==> src/rtl/rb_pp_gen.sv <==
module rb_pp_gen (
  input  logic [1:0] mcand_pos,
  input  logic [1:0] mcand_neg,
  input  logic [1:0] mplier_pos,
  input  logic [1:0] mplier_neg,
  output logic [2:0] mcand_tc,
  output logic [2:0] mplier_tc,
  output logic [3:0] pp_pos,
  output logic [3:0] pp_neg
);

  assign mcand_tc[0]  = mcand_pos[0] | mcand_neg[0];
  assign mcand_tc[1]  = mcand_neg[0] ^ (mcand_pos[1] | mcand_neg[1]);
  assign mcand_tc[2]  = ~mcand_pos[1] & (mcand_neg[0] | mcand_neg[1]);

  assign mplier_tc[0] = mplier_pos[0] | mplier_neg[0];
  assign mplier_tc[1] = mplier_neg[0] ^ (mplier_pos[1] | mplier_neg[1]);
  assign mplier_tc[2] = ~mplier_pos[1] & (mplier_neg[0] | mplier_neg[1]);

  always_comb begin
    logic [3:0] fwd, bwd;
    logic       sgn;
    int         acc, a_ref, b_ref;
    sgn = mcand_tc[2];
    fwd = 4'b0000;
    bwd = 4'b0000;
    unique case (mplier_tc)
      3'b001, 3'b111: begin fwd = {1'b0, mcand_tc};              bwd = {sgn, 3'b000}; end
      3'b010, 3'b110: begin fwd = {1'b0, mcand_tc[1:0], 1'b0};   bwd = {sgn, 3'b000}; end
      3'b011, 3'b101: begin fwd = {mcand_tc[1:0], 2'b00};        bwd = {sgn, mcand_tc}; end
      default:        begin fwd = 4'b0000;                       bwd = 4'b0000; end
    endcase
    if (mplier_tc[2]) begin
      pp_pos = bwd;
      pp_neg = fwd;
    end else begin
      pp_pos = fwd;
      pp_neg = bwd;
    end

    acc = 0;
    for (int i = 0; i < 4; i++) acc += (int'(pp_pos[i]) - int'(pp_neg[i])) * (1 << i);
    a_ref = 2 * (int'(mcand_pos[1]) - int'(mcand_neg[1])) + int'(mcand_pos[0]) - int'(mcand_neg[0]);
    b_ref = 2 * (int'(mplier_pos[1]) - int'(mplier_neg[1])) + int'(mplier_pos[0]) - int'(mplier_neg[0]);

    p_conv_mcand_r1: assert (int'($signed(mcand_tc)) == a_ref) else $error("R1 conversion");
    p_conv_mplier_r2: assert (int'($signed(mplier_tc)) == b_ref) else $error("R2 conversion");
    p_value_r3: assert (acc == a_ref * b_ref) else $error("R3 product value");
    p_zero_r4: assert (b_ref != 0 || (pp_pos == 4'b0000 && pp_neg == 4'b0000)) else $error("R4 zero");
    p_sign_rail_r9: assert (b_ref == 0 || (b_ref > 0 ? pp_neg[3] == sgn : pp_pos[3] == sgn))
      else $error("R9 sign placement");
  end

endmodule

==> config.mk <==
export PLATFORM = sky130hd
export DESIGN_NAME = rb_pp_gen
export DESIGN_NICKNAME = d
export VERILOG_FILES = /design/src/rtl/rb_pp_gen.sv
export SDC_FILE = /design/constraint.sdc
export NUM_CORES = 1
export LEC_CHECK = 0
export ABC_AREA = 1
export BUFFER_PORTS_ARGS = -buffer_cell sky130_fd_sc_hd__buf_2
export CAP_MARGIN = 5
export CORE_AREA = 2 2 39 41
export DETAILED_ROUTE_END_ITERATION = 8
export DIE_AREA = 0 0 41 43
export PLACE_DENSITY = 0.57
export SYNTH_ARGS = -nofsm -noshare
export SYNTH_HDL_FRONTEND = slang
export SYNTH_SLANG_ARGS = --single-unit
==> constraint.sdc <==
create_clock -name vclk -period 1
set_input_delay 0.1 -clock vclk [all_inputs]
set_output_delay 0.1 -clock vclk [all_outputs]
set_load 0.005 [all_outputs]
==> metrics.csv <==
stage;metric;value;unit
finish;Finished Layout Cells;109;
route;Post-DRT Antenna Nets;0;
min_path;Hold Path Class;input port to primary output;
power_and_ir_drop;Leak Pwr;0.000357;uW
power_and_ir_drop;power after layout;315;uW
synthesis;Synth top area share;35.3;%
synthesis;Synth Net Count;62;
die;Initial Util;18.4;%
worst_setup_path;delay-heaviest family, CP;simple AND/OR/NAND/NOR gates;
timing;RSZ-0062 raised after global routing;true;
die;Chip Height;43;um
worst_setup_path;Worst Path Class, Setup;input port to primary output;
timing;Slew Viols, Final;0;
worst_setup_path;CP max-delay cell;buf_8;
global_routing;first-pass GRT wire length;1.41;mm
timing;Final Hold Fails;0;
worst_setup_path;WP buf/inv;3;
flow_run;# Max-Cap Violations;0;
place;# placed instances;107;
die;chip width;41;um
route;drt drc;0;
timing;worst rel slew slack;76.5;%
timing;Max Clock Freq;936;MHz
synthesis;Unique masters post-synth;12;
synthesis;syn avg cell area;4.73;um2
synthesis;most common cell in the netlist;nand2_1;
timing;period utilisation layout;107;%
timing;Final setup viols;5;
worst_setup_path;Crit. End Element;primary output;
synthesis;most frequent cells after synthesis;nand2_1, nor2_1, inv_1;
synthesis;Post-Syn Area;255;um2
synthesis;sequential area share after synthesis;0;%
outcome;status;complete, but fails checks;
min_path;Hold Path Depth;4;
timing;Min Hold Slack;0.510;ns
worst_setup_path;Setup crit start kind;input port;
synthesis;Post-Synth XOR/XNOR Area;3.43;%
die;Die ar.;0.00176;mm2
synthesis;Synth Warn #;0;
finish;Layout Nets;103;
global_routing;GRT overflow;0;
global_routing;Total GRT Usage;10.7;%
worst_setup_path;critical path depth in cells;11;
finish;Antenna Cells;0;
route;DRT Wirelength;958;um
synthesis;Post-Synth Simple-Gate Area;71.1;%
synthesis;cell count after synthesis;54;
global_routing;antenna violations before repair;0;
route;DR iter-0 viols;4;
global_routing;vias in the first global route;379;
die;site row count;14;
synthesis;adder-cell share of the synthesized area;0;%
finish;FF+latch count;0;
finish;share of cells above drive strength 1;65.6;%
synthesis;main combinational cell family by area after synthesis;simple AND/OR/NAND/NOR gates;
synthesis;mux contribution to synthesized area;0;%
route;routed vias/inst;4.36;
worst_setup_path;slowest stage delay, CP;0.11;ns
finish;Area Overhead vs Synth;138;%
place;I/O Buffers;22;
cts;cts hold-fix bufs;0;
power_and_ir_drop;Worst VDD drop;0.203;mV
worst_setup_path;cell breakdown of the critical path;buf_8 > inv_6 > nand2_4 > nand2_2 > nand3_2 > nand2_1 > nand3_2 > nand3_2 > nand2_1 > nand2_1 > buf_2;
route;Initial DRT Pass Iterations;2;
worst_setup_path;CP Data Required Time;0.90;ns
timing;Tightest Pin Transition;0.351;ns
timing;final worst slack;-0.0687;ns
outcome;failing checks;setup timing;
finish;post-layout util;43.9;%
worst_setup_path;CP max FO;3;
synthesis;top cells by area, synth;nand2_1, nor2_1, nand3_2;
timing;Tmin final;1.07;ns
place;Post-DP HPWL;742;um
power_and_ir_drop;power per cell area;518;mW/mm2
finish;Seq. cell area;0;um2
synthesis;post-synth top area cell;nand2_1;
route;vias;475;
route;WL/cell;8.79;um
global_routing;maximum number of pins on one net before global-route repair;7;
die;Core Area;0.00138;mm2
worst_setup_path;WP data arrival;0.97;ns
synthesis;Compound-Gate Fraction of Synth Area;15.2;%
die;num ports;22;
finish;clkbuf count;0;
place;RePlAce Congestion;0.788;
routing by layer:
layer	GRT usage [%]	share of wire [%]
met1	12.3	37
met4	0	0
met5	0	0
met3	0	3.7
met2	21.3	59
cell families after synthesis:
logic type,Yosys count
xor gates and xnor gates,1
buffers and inverters,7
AOI/OAI and AO/OA,5
and+or+nand+nor,41
timing repair:
item                                    4_1_cts  5_1_grt
pin swaps                                    13        4
resized for setup                            31        2
cloned                                        0        0
endpoints found under the setup margin        8        6
setup buffers                                 1        1
final cells by class:
type | instances | area (um2)
Inverter | 7 | 38.8
Multi-Input combinational cell | 47 | 282
Fill cell | 152 | 776
Timing Repair Buffer | 39 | 268
Tap cell | 16 | 20.0
through the flow:
stage                     worst slack, ns  area, um2  TNS (ns)
after global routing               -0.162        608    -0.709
final                             -0.0687        608    -0.236
after detailed placement           -0.183        498     -1.03
after global placement             -0.165        498    -0.909
after CTS                         -0.0519        596    -0.197
after floorplan                     0.141        255         0
power breakdown:
group	internal [uW]	leakage [uW]	switching (uW)
clock	0	0	0
combinational	163	0.000357	152
sequential	0	0	0
total	163	0.000357	152
layout by cell type, fill, tap and decap left out, drive strengths merged:
cell	n
a21oi	1
buf	39
inv	7
nand2	25
nand3	6
nand4	1
nor2	9
o211ai	1
o21ai	3
xnor2	1
path summary, 6_finish.rpt:
kind | startpoint | end
worst max-delay path | mplier_neg[1] | pp_pos[2]
worst min-delay path | mplier_neg[0] | mplier_tc[1]
Power figures use the tool's default switching activity.
